## src/rtl/ser3_pkg.sv

```systemverilog
package ser3_pkg;

  typedef enum logic [3:0] {
    ST_IDLE,
    ST_AHI,
    ST_ALO,
    ST_WDATA,
    ST_RFETCH,
    ST_RLOAD,
    ST_RPRE,
    ST_RPCAP,
    ST_RDATA
  } ser3State_t;

  // strobes from control to datapath
  typedef struct packed {
    logic shiftIn;    // take one received bit
    logic latchHi;    // capture flag and upper address
    logic latchLo;    // capture lower address
    logic incAddr;    // step the address
    logic capTx;      // load transmit register from memory data
    logic capPre;     // load prefetch buffer from memory data
    logic txFromPre;  // move prefetch buffer into transmit register
    logic shiftOut;   // advance transmit register by one bit
  } ser3Strobe_t;

endpackage

```

## src/rtl/ser3_sync.sv

```systemverilog
module ser3_sync #(
  parameter int WIDTH  = 3,
  parameter int STAGES = 2,
  parameter logic [WIDTH-1:0] RST_VAL = '0
) (
  input  logic             clk,
  input  logic             rstN,
  input  logic [WIDTH-1:0] din,
  output logic [WIDTH-1:0] dout
);

  logic [WIDTH-1:0] chain [STAGES];

  for (genvar g = 0; g < STAGES; g++) begin : gStage
    if (g == 0) begin : gFirst
      always_ff @(posedge clk or negedge rstN) begin
        if (!rstN) chain[g] <= RST_VAL;
        else       chain[g] <= din;
      end
    end else begin : gRest
      always_ff @(posedge clk or negedge rstN) begin
        if (!rstN) chain[g] <= RST_VAL;
        else       chain[g] <= chain[g-1];
      end
    end
  end

  assign dout = chain[STAGES-1];

endmodule

```

## src/rtl/ser3_ctrl.sv

```systemverilog
module ser3_ctrl
  import ser3_pkg::*;
#(
  parameter int DATA_W = 8
) (
  input  logic        clk,
  input  logic        rstN,
  input  logic        selSync,
  input  logic        sclkSync,
  input  logic        rwFlag,
  output ser3Strobe_t strobe,
  output logic        memWe,
  output logic        memRe,
  output logic        sdaOe
);

  localparam int CNT_W = $clog2(DATA_W);
  localparam logic [CNT_W-1:0] LAST_BIT = CNT_W'(DATA_W - 1);

  ser3State_t       state, nextState;
  logic [CNT_W-1:0] bitCnt;
  logic             byteDone;
  logic             sclkPrev;
  logic             sclkRise, sclkFall;
  logic             countState;

  assign sclkRise   = sclkSync & ~sclkPrev;
  assign sclkFall   = ~sclkSync & sclkPrev;
  assign countState = (state == ST_AHI) || (state == ST_ALO) ||
                      (state == ST_WDATA) || (state == ST_RDATA);

  always_ff @(posedge clk or negedge rstN) begin
    if (!rstN) sclkPrev <= 1'b1;
    else       sclkPrev <= sclkSync;
  end

  always_comb begin
    nextState = state;
    strobe    = '0;
    memWe     = 1'b0;
    memRe     = 1'b0;
    if (selSync) begin
      nextState = ST_IDLE;
    end else begin
      unique case (state)
        ST_IDLE: nextState = ST_AHI;
        ST_AHI: if (sclkRise) begin
          strobe.shiftIn = 1'b1;
          if (bitCnt == LAST_BIT) begin
            strobe.latchHi = 1'b1;
            nextState      = ST_ALO;
          end
        end
        ST_ALO: if (sclkRise) begin
          strobe.shiftIn = 1'b1;
          if (bitCnt == LAST_BIT) begin
            strobe.latchLo = 1'b1;
            nextState      = rwFlag ? ST_RFETCH : ST_WDATA;
          end
        end
        ST_WDATA: if (sclkRise) begin
          strobe.shiftIn = 1'b1;
          if (bitCnt == LAST_BIT) begin
            memWe          = 1'b1;
            strobe.incAddr = 1'b1;
          end
        end
        ST_RFETCH: begin
          memRe     = 1'b1;
          nextState = ST_RLOAD;
        end
        ST_RLOAD: begin
          strobe.capTx   = 1'b1;
          strobe.incAddr = 1'b1;
          nextState      = ST_RPRE;
        end
        ST_RPRE: begin
          memRe     = 1'b1;
          nextState = ST_RPCAP;
        end
        ST_RPCAP: begin
          strobe.capPre  = 1'b1;
          strobe.incAddr = 1'b1;
          nextState      = ST_RDATA;
        end
        ST_RDATA: if (sclkFall) begin
          if (bitCnt != '0) begin
            strobe.shiftOut = 1'b1;
          end else if (byteDone) begin
            strobe.txFromPre = 1'b1;
            nextState        = ST_RPRE;
          end
        end
        default: nextState = ST_IDLE;
      endcase
    end
  end

  always_ff @(posedge clk or negedge rstN) begin
    if (!rstN) begin
      state    <= ST_IDLE;
      bitCnt   <= '0;
      byteDone <= 1'b0;
    end else begin
      state <= nextState;
      if (selSync || state == ST_IDLE) begin
        bitCnt   <= '0;
        byteDone <= 1'b0;
      end else begin
        if (sclkRise && countState) begin
          bitCnt <= bitCnt + 1'b1;
        end
        if (sclkRise && state == ST_RDATA && bitCnt == LAST_BIT) begin
          byteDone <= 1'b1;
        end else if (strobe.txFromPre) begin
          byteDone <= 1'b0;
        end
      end
    end
  end

  assign sdaOe = ~selSync && ((state == ST_RLOAD) || (state == ST_RPRE) ||
                              (state == ST_RPCAP) || (state == ST_RDATA));

  AST_ABORT_IDLE:    assert property (@(posedge clk) disable iff (!rstN)
                       selSync |=> state == ST_IDLE);
  AST_WE_WRITE_ONLY: assert property (@(posedge clk) disable iff (!rstN)
                       memWe |-> !rwFlag);
  AST_OE_READ_ONLY:  assert property (@(posedge clk) disable iff (!rstN)
                       sdaOe |-> rwFlag);
  AST_RE_PULSE:      assert property (@(posedge clk) disable iff (!rstN)
                       memRe |=> !memRe);

endmodule

```

## src/rtl/ser3_dp.sv

```systemverilog
module ser3_dp
  import ser3_pkg::*;
#(
  parameter int ADDR_W = 14,
  parameter int DATA_W = 8
) (
  input  logic              clk,
  input  logic              rstN,
  input  ser3Strobe_t       strobe,
  input  logic              sdaBit,
  input  logic [DATA_W-1:0] memRdata,
  output logic [ADDR_W-1:0] memAddr,
  output logic [DATA_W-1:0] memWdata,
  output logic              rwFlag,
  output logic              sdaOut
);

  localparam int HI_W = ADDR_W - DATA_W;

  logic [DATA_W-1:0] rxShift, rxNext;
  logic [DATA_W-1:0] txShift, preBuf;
  logic [ADDR_W-1:0] addr;

  assign rxNext = {sdaBit, rxShift[DATA_W-1:1]};

  always_ff @(posedge clk or negedge rstN) begin
    if (!rstN) begin
      rxShift <= '0;
      txShift <= '0;
      preBuf  <= '0;
      addr    <= '0;
      rwFlag  <= 1'b0;
    end else begin
      if (strobe.shiftIn) rxShift <= rxNext;
      if (strobe.latchHi) begin
        rwFlag            <= rxNext[DATA_W-1];
        addr[ADDR_W-1:DATA_W] <= rxNext[HI_W-1:0];
      end else if (strobe.latchLo) begin
        addr[DATA_W-1:0] <= rxNext;
      end else if (strobe.incAddr) begin
        addr <= addr + 1'b1;
      end
      if (strobe.capTx)          txShift <= memRdata;
      else if (strobe.txFromPre) txShift <= preBuf;
      else if (strobe.shiftOut)  txShift <= {1'b0, txShift[DATA_W-1:1]};
      if (strobe.capPre) preBuf <= memRdata;
    end
  end

  assign memAddr  = addr;
  assign memWdata = rxNext;
  assign sdaOut   = txShift[0];

  AST_ONE_TX_LOAD: assert property (@(posedge clk) disable iff (!rstN)
                     !(strobe.capTx && strobe.shiftOut));

endmodule

```

## src/rtl/ser3_slave.sv

```systemverilog
module ser3_slave
  import ser3_pkg::*;
#(
  parameter int ADDR_W      = 14,
  parameter int DATA_W      = 8,
  parameter int SYNC_STAGES = 2
) (
  input  logic              clk,
  input  logic              rstN,
  input  logic              selN,
  input  logic              sclk,
  input  logic              sdaIn,
  output logic              sdaOut,
  output logic              sdaOe,
  output logic [ADDR_W-1:0] memAddr,
  output logic [DATA_W-1:0] memWdata,
  output logic              memWe,
  output logic              memRe,
  input  logic [DATA_W-1:0] memRdata
);

  logic [2:0]  pinSync;
  logic        rwFlag;
  ser3Strobe_t strobe;

  ser3_sync #(.WIDTH(3), .STAGES(SYNC_STAGES), .RST_VAL(3'b110)) sync_i (
    .clk  (clk),
    .rstN (rstN),
    .din  ({selN, sclk, sdaIn}),
    .dout (pinSync)
  );

  ser3_ctrl #(.DATA_W(DATA_W)) ctrl_i (
    .clk      (clk),
    .rstN     (rstN),
    .selSync  (pinSync[2]),
    .sclkSync (pinSync[1]),
    .rwFlag   (rwFlag),
    .strobe   (strobe),
    .memWe    (memWe),
    .memRe    (memRe),
    .sdaOe    (sdaOe)
  );

  ser3_dp #(.ADDR_W(ADDR_W), .DATA_W(DATA_W)) dp_i (
    .clk      (clk),
    .rstN     (rstN),
    .strobe   (strobe),
    .sdaBit   (pinSync[0]),
    .memRdata (memRdata),
    .memAddr  (memAddr),
    .memWdata (memWdata),
    .rwFlag   (rwFlag),
    .sdaOut   (sdaOut)
  );

  AST_OE_CLEAR:  assert property (@(posedge clk) disable iff (!rstN)
                   ($past(selN, 2) && $past(selN) && selN) |-> !sdaOe);
  AST_ADDR_STEP: assert property (@(posedge clk) disable iff (!rstN)
                   memWe |=> memAddr == ADDR_W'($past(memAddr) + 1'b1));

endmodule

```

## config.mk

```make
export PLATFORM = sky130hd
export DESIGN_NAME = ser3_slave
export DESIGN_NICKNAME = d
export VERILOG_FILES = /design/src/rtl/ser3_pkg.sv /design/src/rtl/ser3_sync.sv /design/src/rtl/ser3_ctrl.sv /design/src/rtl/ser3_dp.sv /design/src/rtl/ser3_slave.sv
export SDC_FILE = /design/constraint.sdc
export NUM_CORES = 1
export LEC_CHECK = 0
export BUFFER_PORTS_ARGS = -buffer_cell sky130_fd_sc_hd__buf_2
export CAP_MARGIN = 25
export CORE_ASPECT_RATIO = 1.25
export CORE_MARGIN = 10
export CORE_UTILIZATION = 45
export CTS_BUF_LIST = sky130_fd_sc_hd__clkbuf_8
export DETAILED_ROUTE_END_ITERATION = 8
export GPL_ROUTABILITY_DRIVEN = 0
export PLACE_DENSITY = 0.8
export SETUP_SLACK_MARGIN = 0.15
export SLEW_MARGIN = 10
export SYNTH_ARGS = -nofsm -noshare
export SYNTH_HDL_FRONTEND = slang
export SYNTH_SLANG_ARGS = --single-unit
```

## constraint.sdc

```tcl
create_clock -name clk -period 1.8 [get_ports clk]
set_input_delay 0 -clock clk [delete_from_list [all_inputs] [get_ports clk]]
set_output_delay 0 -clock clk [all_outputs]
set_load 0.005 [all_outputs]
```

==> run summary, run 1 <==
The number of pins with negative max-slew slack in the final report is 0. The final reports fail on negative setup slack. The number of different library cells in the post-synthesis netlist came out at 50. The worst relative slew slack came out at 58.9%. The total of endpoints with negative setup slack in the final report came out at 16. The achievable frequency is 522 MHz. The maximum fanout count along the critical path is 4. The number of instances in the synthesized netlist is 263.

The worst setup path is of the reg -> reg kind. The number of global-route vias before repair was 2,468. The smallest setup slack after layout is -114 ps. The maximum VDD drop came out at 0.000540 V. The number of iterations in the first detailed-routing pass is 4. The final-report hold violation count was 0.

The worst-case hold slack came out at 227 ps. The startpoint kind of the worst setup timing path is a flop. During synthesis, Yosys emitted a total of 0 warnings. The mean instance size in the synthesized netlist came out at 10.2 um2. The number of filler instances in the final layout is 362. Excluding fillers, the count of instances in the completed layout stands at 420. Clock-pin slew was measured on the worst setup and hold paths at 100 ps. The average routed wire per standard cell is 19.2 um.

The half-perimeter wire length after placement came out at 4820 um. The worst setup path is captured at a flop. Setup repair after global routing could not meet its margin everywhere.

The run finished, with violations left. The area enclosed by the die boundary is 9450 um2. The first routing iteration left 110 violations.

The count of nets after finishing came out at 370. The initial utilization of the core area, before any placement, comes to 46.3%. Detailed routing inserted a total of 2,524 vias. Once detail routing completed, the nets flagged for antenna violations numbered 0. The worst path required time came out at 1970 ps. The depth of the CTS H-tree is 2. The mean number of vias per cell came out at 6.01.

The layout overhead on the synthesized area is 53.0%. The number of cells in the design after placement is 381. The floorplan row count came out at 31. The overall die width came out at 89.0 um.

The clock insertion delay at the later pin of the skew report is 310 ps. In the final layout, the share of cells above drive strength 1 is 53.4%. In the finished design, the share of the clock period the worst path needs comes to 106%.

The total overflow left after global routing is 0. Pin placement for this block handled 39 I/O pins. The buffer levels on the longest clock path is 2. The library cell used most frequently in the layout, excluding fill and tap cells, is sky130_fd_sc_hd__dfrtp_1. The count of flip-flops with a built-in enable after synthesis is 0. Synthesis produced a netlist with a net count of 280.

The worst hold path belongs to the class in -> async. The initial antenna violation count came out at 0. In this run, synthesis produced a sequential element count of 53. The final antenna diode count is 0. For this run, the leading register cell type out of synthesis is sky130_fd_sc_hd__dfrtp_1.

For this design the ratio of total power to cell area is 771 nW/um2. The count of buffers from port buffering came out at 38. Entering global routing, the biggest net connects 29 pins. The static power due to leakage came out at 1.88 nW.

In the synthesized netlist the async set-or-reset flop fraction comes to 100%. The final routed DRC violation total is 0. The transition time of the tightest slew-check pin is 617 ps. The tool flagged a number of max-cap violations equal to 0. In this run, CTS created clock tree buffers numbering 5. The sequential cell area fraction in the yosys report is 49.8%. The first-pass GRT wire length is 12,000 um.

The clock net sink count came out at 53. The cell area that synthesis handed to floorplanning was 2680 um2. The total detailed-routing wirelength came out at 8060 um. Clock tree synthesis selected as its root buffer the cell sky130_fd_sc_hd__clkbuf_8.

The die height came out at 106 um. TritonCTS built the clock tree. The arrival time of data at the critical path endpoint came out at 2090 ps. The post-route minimum period is 1910 ps. The standard cell core area is 5780 um2. The top cell types in the final layout, fill and taps aside, are sky130_fd_sc_hd__dfrtp_1 (48), sky130_fd_sc_hd__buf_2 (38), sky130_fd_sc_hd__buf_4 (28).

The global router's overall resource usage is 15.8%. The worst clock skew came out at 9.18 ps.
[final cells by class]
type	instances	area (um2)	share of cell area, %
inverters	7	31.3	0.764
well taps	66	82.6	2.02
clock buffers	6	82.6	2.02
repair buffers	98	806	19.7
multi-input cells	188	1720	42.1
flip-flops and latches	53	1330	32.5
clock inverters	2	37.5	0.917
[logic make-up after synthesis]
logic type / Yosys count / share of synthesized area (%)
AOI/OAI and AO/OA: 68 / 15.8
xor gates and xnor gates: 5 / 1.64
adders and majority gates: 4 / 1.87
buffers and inverters: 22 / 3.55
DFF: 53 / 49.8
muxes: 27 / 10.9
and+or+nand+nor: 84 / 16.5
[path summary, 6_finish.rpt]
kind | end | cells after the start | slack, ps | from
worst max-delay path | ctrl_i.state[1] | 9 | -110 | ctrl_i.bitCnt[1]
worst min-delay path | dp_i.rxShift[1] | 2 | 230 | rstN
worst max register to register | ctrl_i.state[1] | 9 | -110 | ctrl_i.bitCnt[1]
worst min register to register | sync_i.dout[0] | 0 | 360 | sync_i.chain[3]
max in group asynchronous | sync_i.chain[5] | 3 | 930 | rstN
min in group clk | sync_i.chain[3] | 2 | 320 | sdaIn
[critical path: stages, from the launching register on]
cell and delay, ps:
sky130_fd_sc_hd__dfrtp_1 420, sky130_fd_sc_hd__buf_6 130, sky130_fd_sc_hd__buf_6 110, sky130_fd_sc_hd__inv_4 50, sky130_fd_sc_hd__ha_4 120, sky130_fd_sc_hd__buf_4 100, sky130_fd_sc_hd__and4b_2 320, sky130_fd_sc_hd__nor3_2 90
sky130_fd_sc_hd__o311ai_1 310, sky130_fd_sc_hd__o31ai_1 150
[flip-flops by register name, indices dropped and copies added, names as in the netlist]
signal,count
ctrl_i.byteDone,1
dp_i.rwFlag,1
dp_i.rxShift,7
ctrl_i.state,4
ctrl_i.bitCnt,3
dp_i.memAddr,14
dp_i.txShift,8
ctrl_i.sclkPrev,1
dp_i.preBuf,8
sync_i.chain,3
sync_i.dout,3
[layer usage]
metal  part of all wire, %  GRT usage (%)  vias up
li1                      -              -     1139
met1                    38           18.9     1263
met2                    53           26.8       99
met3                   5.8           3.51       23
met4                   3.3           5.47        0
met5                     0              0        -
[through the flow]
stage | area [um2] | worst slack, ps | TNS [ps] | total power [mW] | utilization [%]
after floorplan | 2800 | -139 | -1120 | 1.75 | -
after global placement | 3230 | -44.7 | -303 | 2.02 | 55.8
after detailed placement | 3230 | -126 | -1030 | 2.04 | 55.8
after CTS | 3800 | -39.2 | -105 | 2.98 | 65.7
after global routing | 4100 | -178 | -2790 | 3.28 | 70.9
final | 4100 | -114 | -678 | 3.16 | 70.9
[power by group]
part / total [mW] / switching [mW] / leakage [nW] / internal, mW
registers: 1.43 / 0.138 / 0.687 / 1.30
logic: 0.865 / 0.397 / 1.13 / 0.468
clock network: 0.856 / 0.403 / 0.0574 / 0.453
total: 3.16 / 0.938 / 1.88 / 2.22
[Yosys cell counts, types with 3 or more instances]
cell type                  instances  area, um2
sky130_fd_sc_hd__dfrtp_1          48       1200
sky130_fd_sc_hd__dfstp_2           5        131
sky130_fd_sc_hd__buf_2             4       20.0
sky130_fd_sc_hd__ha_1              4       50.1
sky130_fd_sc_hd__nand2b_1          4       25.0
sky130_fd_sc_hd__mux2_2           17        191
sky130_fd_sc_hd__clkbuf_1          8       30.0
sky130_fd_sc_hd__nor3_1            7       35.0
sky130_fd_sc_hd__a31oi_1           3       18.8
sky130_fd_sc_hd__xnor2_1           3       26.3
sky130_fd_sc_hd__o22ai_1          10       62.6
sky130_fd_sc_hd__o21ai_0          13       65.1
sky130_fd_sc_hd__a21oi_1          23        115
sky130_fd_sc_hd__mux2i_1          10        100
sky130_fd_sc_hd__inv_1             6       22.5
sky130_fd_sc_hd__nor2_1           21       78.8
sky130_fd_sc_hd__nand3_1           8       40.0
sky130_fd_sc_hd__nor4_1            3       18.8
sky130_fd_sc_hd__or3_1             4       25.0
sky130_fd_sc_hd__nand2_1          21       78.8
sky130_fd_sc_hd__o311ai_0          3       26.3
[what timing repair did]
action	CTS	global route
gates cloned	1	0
setup endpoints to repair	44	47
hold endpoints to repair	38	0
setup buffers	10	8
pin swaps	24	18
hold buffers	12	0
gates resized for setup	58	50
No activity file was read; power rests on OpenSTA's default activity.
==> run 2: changes to the inputs <==
--- a/config.mk
+++ b/config.mk
@@ -13,7 +13,7 @@
 export CTS_BUF_LIST = sky130_fd_sc_hd__clkbuf_8
 export DETAILED_ROUTE_END_ITERATION = 8
 export GPL_ROUTABILITY_DRIVEN = 0
-export PLACE_DENSITY = 0.8
+export PLACE_DENSITY_LB_ADDON = 0.15
 export SETUP_SLACK_MARGIN = 0.15
 export SLEW_MARGIN = 10
 export SYNTH_ARGS = -nofsm -noshare
==> run summary, run 2 (same netlist as run 1, synthesis figures left out) <==
The worst clock skew is 10.9 ps (was 9.18 ps). The overall overflow remaining after global route was 0 (unchanged). The final routed DRC violation total is 0 (unchanged). The worst-path cell with the longest stage delay is sky130_fd_sc_hd__or4b_4 (was sky130_fd_sc_hd__dfrtp_1). The clock input transition at the sequential cells of the worst setup and hold paths is 90 ps (was 100 ps).

The met1 routing resource usage after global routing was 18.2% (was 18.9%). The pin count of the biggest net entering global routing was 34 (was 29). The die height was 106 um (unchanged). The met2 layer usage reported by global route came to 26.5% (was 26.8%). The standard cell core area is 5780 um2 (unchanged). The number of gates on the worst path with buffers counted came out at 5 (was 9).

The clock insertion delay at the later pin of the skew report is 310 ps (about the same). The filler-free cell count of the finished design came out at 438 (was 420). Commonest cells after routing, fill and taps aside: sky130_fd_sc_hd__dfrtp_1 (48), sky130_fd_sc_hd__buf_4 (41), sky130_fd_sc_hd__buf_2 (38) (was sky130_fd_sc_hd__dfrtp_1 (48), sky130_fd_sc_hd__buf_2 (38), sky130_fd_sc_hd__buf_4 (28)). The total clock buffers created by CTS is 5 (unchanged). The buffer levels on the longest clock path came out at 2 (unchanged). The sort of element at the end of the critical path is a flop (unchanged). The root cell of the clock tree was sky130_fd_sc_hd__clkbuf_8 (unchanged). Cells along the critical path: or4b_4 -> nor4b_4 -> or2_4 -> o22ai_2 -> a21oi_1 (was buf_6 -> buf_6 -> inv_4 -> ha_4 -> buf_4 -> and4b_2 -> nor3_2 -> o311ai_1 -> o31ai_1). The overall die width is 89.0 um (unchanged).

The logic depth of the worst register-to-register path is 5 (was 9). The area enclosed by the die boundary was 9450 um2 (unchanged). The smallest setup slack after layout came to -39.1 ps (was -114 ps). The kind of critical path is reg -> reg (unchanged).

The maximum VDD drop was 0.000779 V (was 0.000540 V). The achievable frequency came out at 544 MHz (was 522 MHz). The worst hold path class is in -> async (unchanged). The initial core utilization is 46.3% (unchanged).

The worst-case hold slack was 184 ps (was 227 ps). Setup repair after global routing missed its margin: yes (unchanged). The number of top-level pins came out at 39 (unchanged).

The arrival time of data at the critical path endpoint came out at 2070 ps (was 2090 ps). The power per cell area is 781 nW/um2 (was 771 nW/um2). The final antenna diode count was 0 (unchanged). The static power due to leakage is 1.99 nW (was 1.88 nW). The initial antenna violation count is 0 (unchanged). The number of pins with negative max-slew slack in the final report is 0 (unchanged). The cell class contributing the biggest share of worst-path delay is simple AND/OR/NAND/NOR gates (was compound AO/OA/AOI/OAI gates).

The floorplan row count came out at 31 (unchanged). The global router's overall resource usage came out at 15.3% (was 15.8%). The worst path buffer plus inverter count is 0 (was 4). The max-capacitance violation count is 0 (unchanged). The count of nets after finishing is 388 (was 370).

The number of global-route vias before repair came out at 2,450 (was 2,468). The delay of the slowest cell on the worst path is 590 ps (was 420 ps). The ratio of cells with drive above 1 in the final layout came out at 52.4% (was 53.4%). The remaining antenna violation count after routing came out at 0 (unchanged). The final critical-path share of the clock period was 102% (was 106%). The final-report hold violation count is 0 (unchanged). The average routed wire per standard cell came to 18.0 um (was 19.2 um).

The most frequent standard cell in the layout excluding fill and tap cells is sky130_fd_sc_hd__dfrtp_1 (unchanged). The startpoint of the lowest-slack register-to-register path was ctrl_i.state[1] (was ctrl_i.bitCnt[1]). The count of buffers from port buffering is 38 (unchanged). The worst path required time came out at 2030 ps (was 1970 ps). Violations in the final reports: negative setup slack (unchanged). Outcome: finished with violations (unchanged). The clock net sink count came out at 53 (unchanged). The startpoint kind of the worst setup timing path was a flop (unchanged). The depth of the CTS H-tree came out at 2 (unchanged). The met3 track demand over resource in global routing is 3.21% (was 3.51%).

The half-perimeter wire length after placement came out at 4960 um (was 4820 um). The number of cells in the design after placement came out at 384 (was 381). The maximum fanout count along the critical path is 8 (was 4). The layout overhead on the synthesized area came to 53.9% (was 53.0%). The highest-utilization routing layer at the global route stage is met2 (unchanged). The first-pass GRT wire length was 11,600 um (was 12,000 um). The start point of the critical path was ctrl_i.state[1] (was ctrl_i.bitCnt[1]). The total negative setup slack came to -293 ps (was -678 ps). The worst relative slew slack is 68.0% (was 58.9%). The total detailed-routing wirelength is 7870 um (was 8060 um). The total of endpoints with negative setup slack in the final report is 18 (was 16). The post-route minimum period is 1840 ps (was 1910 ps). The via total after detailed routing came out at 2,479 (was 2,524). The mean number of vias per cell is 5.66 (was 6.01). The transition time of the tightest slew-check pin is 480 ps (was 617 ps). The number of iterations in the first detailed-routing pass was 4 (unchanged).

The TritonCTS clock tree is done (unchanged). The violation count after the first detailed-routing iteration came out at 53 (was 110). The flip-flop count of the largest register, all copies and words added came out at 14 (unchanged).
[run 2: changes by cell type in the layout (fill, tap and decap cells not counted), sizes merged]
| cell | before | now |
|---|---|---|
| buf | 86 | 102 |
| bufinv | 1 | 0 |
| dlymetal6s2s | 0 | 1 |
| inv | 7 | 9 |
[run 2: area by class of cell]
cell class / instances / area [um2]
Clock buffer: 5 / 68.8
Clock inverter: 3 / 15.0
Fill cell: 414 / 1660
Inverter: 7 / 36.3
Multi-Input combinational cell: 188 / 1610
Sequential cell: 53 / 1330
Tap cell: 66 / 82.6
Timing Repair Buffer: 116 / 978
[run 2: final timing paths]
kind / to / slack, ps
worst max-delay path: dp_i.txShift[6] / -40
worst min-delay path: ctrl_i.bitCnt[2] / 180
worst max register to register: dp_i.txShift[6] / -40
worst min register to register: sync_i.dout[0] / 360
max in group asynchronous: dp_i.rwFlag / 1080
min in group clk: sync_i.chain[5] / 340
[run 2: repair_timing]
| item | CTS | global route |
|---|---|---|
| resized for setup | 48 | 47 |
| endpoints found under the setup margin | 39 | 48 |
| cloned | 1 | 1 |
| hold buffers | 12 | 0 |
| hold endpoints to repair | 27 | 0 |
| pin swaps | 15 | 24 |
| buffers inserted | 12 | 20 |
[run 2: stage by stage]
step                total power, mW  area, um2  utilization, %  setup slack (ps)
finish                         3.22       4120            71.3             -39.1
global route                   3.35       4120            71.3              -118
CTS                            2.86       3770            65.2             -36.3
detailed placement             2.05       3260            56.4              -112
global placement               2.04       3260            56.4             -59.1
floorplan                      1.75       2800               -              -139
[run 2: power by group]
part	internal, mW	switching (mW)	total (mW)
Combinational	0.659	0.487	1.15
Clock	0.265	0.384	0.649
Sequential	1.30	0.126	1.42
Total	2.22	0.997	3.22
[run 2: layer usage]
| metal | share of wire, % | wire length (um) |
|---|---|---|
| met1 | 41 | 3190 |
| met2 | 53 | 4180 |
| met3 | 4.5 | 351 |
| met4 | 1.9 | 151 |
| met5 | 0 | 0 |
[run 2: worst register-to-register path, delay by kind of cell (launching register included)]
kind	cells	cell delay, ps
flip-flops	1	400
AND/OR/NAND/NOR	3	1140
AO/OA/AOI/OAI	2	220
==> run 3: changes to the inputs <==
--- a/config.mk
+++ b/config.mk
@@ -5,13 +5,13 @@
 export SDC_FILE = /design/constraint.sdc
 export NUM_CORES = 1
 export LEC_CHECK = 0
-export BUFFER_PORTS_ARGS = -buffer_cell sky130_fd_sc_hd__buf_2
 export CAP_MARGIN = 25
 export CORE_ASPECT_RATIO = 1.25
 export CORE_MARGIN = 10
 export CORE_UTILIZATION = 45
 export CTS_BUF_LIST = sky130_fd_sc_hd__clkbuf_8
 export DETAILED_ROUTE_END_ITERATION = 8
+export DONT_BUFFER_PORTS = 1
 export GPL_ROUTABILITY_DRIVEN = 0
 export PLACE_DENSITY_LB_ADDON = 0.15
 export SETUP_SLACK_MARGIN = 0.15
==> run summary, run 3 (same netlist as run 1, synthesis figures left out) <==
The standard cell core area came out at 5780 um2 (unchanged). The root cell of the clock tree is sky130_fd_sc_hd__clkbuf_8 (unchanged). The global router's overall resource usage is 15.5% (was 15.3%). The count of nets after finishing was 347 (was 388).

The final critical-path share of the clock period came out at 106% (was 102%). Outcome: finished with violations (unchanged). The transition time of the tightest slew-check pin came out at 451 ps (was 480 ps).

The TritonCTS clock tree is done (unchanged). The achievable frequency came to 523 MHz (was 544 MHz). The depth of the CTS H-tree came out at 2 (unchanged). The ratio of cells with drive above 1 in the final layout came out at 45.3% (was 52.4%). The smallest setup slack after layout was -110 ps (was -39.1 ps). Commonest cells after routing, fill and taps aside: sky130_fd_sc_hd__dfrtp_1 (48), sky130_fd_sc_hd__buf_4 (36), sky130_fd_sc_hd__buf_6 (19) (was sky130_fd_sc_hd__dfrtp_1 (48), sky130_fd_sc_hd__buf_4 (41), sky130_fd_sc_hd__buf_2 (38)). Setup repair after global routing missed its margin: yes (unchanged).

The pin count of the biggest net entering global routing is 54 (was 34). The power per cell area is 783 nW/um2 (was 781 nW/um2). The via total after detailed routing is 2,325 (was 2,479). The share of the core filled with cells in the final layout came out at 68.5% (was 71.3%). The clock input transition at the sequential cells of the worst setup and hold paths came out at 100 ps (was 90 ps).

The worst hold path class is in -> async (unchanged). The kind of critical path is reg -> reg (unchanged). The area enclosed by the die boundary came out at 9450 um2 (unchanged). The overall die width came out at 89.0 um (unchanged). The total detailed-routing wirelength came out at 7370 um (was 7870 um). The maximum fanout count along the critical path was 4 (was 8). The final-report hold violation count came out at 0 (unchanged). The clock net sink count is 53 (unchanged).

The buffer levels on the longest clock path is 2 (unchanged). The sort of element at the end of the critical path is a flop (unchanged). The count of buffers from port buffering came out at 0 (was 38). The total negative setup slack is -1100 ps (was -293 ps). The worst relative slew slack is 69.7% (was 68.0%). The remaining antenna violation count after routing is 0 (unchanged).

The static power due to leakage came out at 1.78 nW (was 1.99 nW). The flip-flop count of the largest register, all copies and words added is 14 (unchanged). The initial core utilization is 46.3% (unchanged).

The worst clock skew came out at 10.5 ps (was 10.9 ps). The most frequent standard cell in the layout excluding fill and tap cells is sky130_fd_sc_hd__dfrtp_1 (unchanged). The worst path required time is 2010 ps (was 2030 ps). The floorplan row count came out at 31 (unchanged).

The half-perimeter wire length after placement came out at 4860 um (was 4960 um). The initial antenna violation count is 0 (unchanged). The cell area after placement came to 3110 um2 (was 3260 um2).

The total of endpoints with negative setup slack in the final report is 16 (was 18). Violations in the final reports: negative setup slack (unchanged). The number of top-level pins is 39 (unchanged). The final routed DRC violation total was 0 (unchanged).

The max-capacitance violation count is 0 (unchanged). The total clock buffers created by CTS came to 5 (unchanged). The post-route minimum period is 1910 ps (was 1840 ps). The average routed wire per standard cell is 18.6 um (was 18.0 um). The startpoint kind of the worst setup timing path is a flop (unchanged). The mean number of vias per cell was 5.86 (was 5.66). The number of iterations in the first detailed-routing pass came out at 4 (unchanged). The maximum VDD drop came out at 0.000459 V (was 0.000779 V). The first-pass GRT wire length is 11,900 um (was 11,600 um).

The cell area after layout was 3960 um2 (was 4120 um2). The violation count after the first detailed-routing iteration came to 106 (was 53). The number of pins with negative max-slew slack in the final report is 0 (unchanged). The overall overflow remaining after global route is 0 (unchanged). The die height was 106 um (unchanged).

The clock insertion delay at the later pin of the skew report is 310 ps (about the same). The number of global-route vias before repair is 2,415 (was 2,450). The arrival time of data at the critical path endpoint is 2120 ps (was 2070 ps). The final antenna diode count is 0 (unchanged). The layout overhead on the synthesized area is 47.9% (was 53.9%).
==> run 3: stage by stage <==
stage               power [mW]  hold WS [ps]  instances  setup slack (ps)
floorplan                 1.75          -296        263              -139
global placement          1.95          -293        353              -116
detailed placement        1.96          -293        353              -123
CTS                       3.03           210        390             -42.8
global route              3.24           224        397              -151
finish                    3.10           198        397              -110
==> run 3: per-layer routing <==
layer | routed length (um) | vias up | GRT usage [%]
li1 | - | 1095 | -
met1 | 2900 | 1158 | 17.7
met2 | 3900 | 61 | 27.4
met3 | 419 | 11 | 3.97
met4 | 144 | 0 | 4.78
met5 | 0 | - | 0
==> run 3: layout make-up <==
class	instances	area, um2
Clock buffer	5	68.8
Clock inverter	3	65.1
Fill cell	416	1820
Inverter	7	31.3
Multi-Input combinational cell	189	1610
Sequential cell	53	1330
Tap cell	66	82.6
Timing Repair Buffer	74	767
==> run 3: critical path, cell delays in order (launching register included) <==
cell                        delay [ps]
sky130_fd_sc_hd__dfrtp_1           430
sky130_fd_sc_hd__buf_6             130
sky130_fd_sc_hd__or3_4             370
sky130_fd_sc_hd__or3_4             440
sky130_fd_sc_hd__clkbuf_16         180
sky130_fd_sc_hd__nor2_1            110
sky130_fd_sc_hd__a31o_4            110
sky130_fd_sc_hd__a21oi_2            40
==> run 3: final timing paths <==
path | to | start | slack, ps | cells after the start
setup / recovery | dp_i.memAddr[2] | ctrl_i.state[2] | -110 | 7
hold / removal | dp_i.memAddr[8] | rstN | 200 | 2
setup reg to reg | dp_i.memAddr[2] | ctrl_i.state[2] | -110 | 7
hold reg to reg | sync_i.dout[0] | sync_i.chain[3] | 360 | 0
max in group asynchronous | sync_i.dout[2] | rstN | 1310 | 2
min in group clk | sync_i.chain[5] | selN | 230 | 1
==> run 3: report_power, final <==
part           total, mW  internal (mW)  switching, mW  leakage, nW
registers           1.45           1.30          0.155        0.687
logic              0.697          0.376          0.321         1.03
clock network      0.950          0.553          0.397       0.0681
total               3.10           2.23          0.872         1.78
==> run 3: timing repair <==
item | 4_1_cts | 5_1_grt
gates cloned | 1 | 3
hold buffers | 13 | 0
hold endpoints to repair | 72 | 0
resized for setup | 43 | 46
pin swaps | 16 | 22
setup buffers | 15 | 4
setup endpoints to repair | 36 | 48
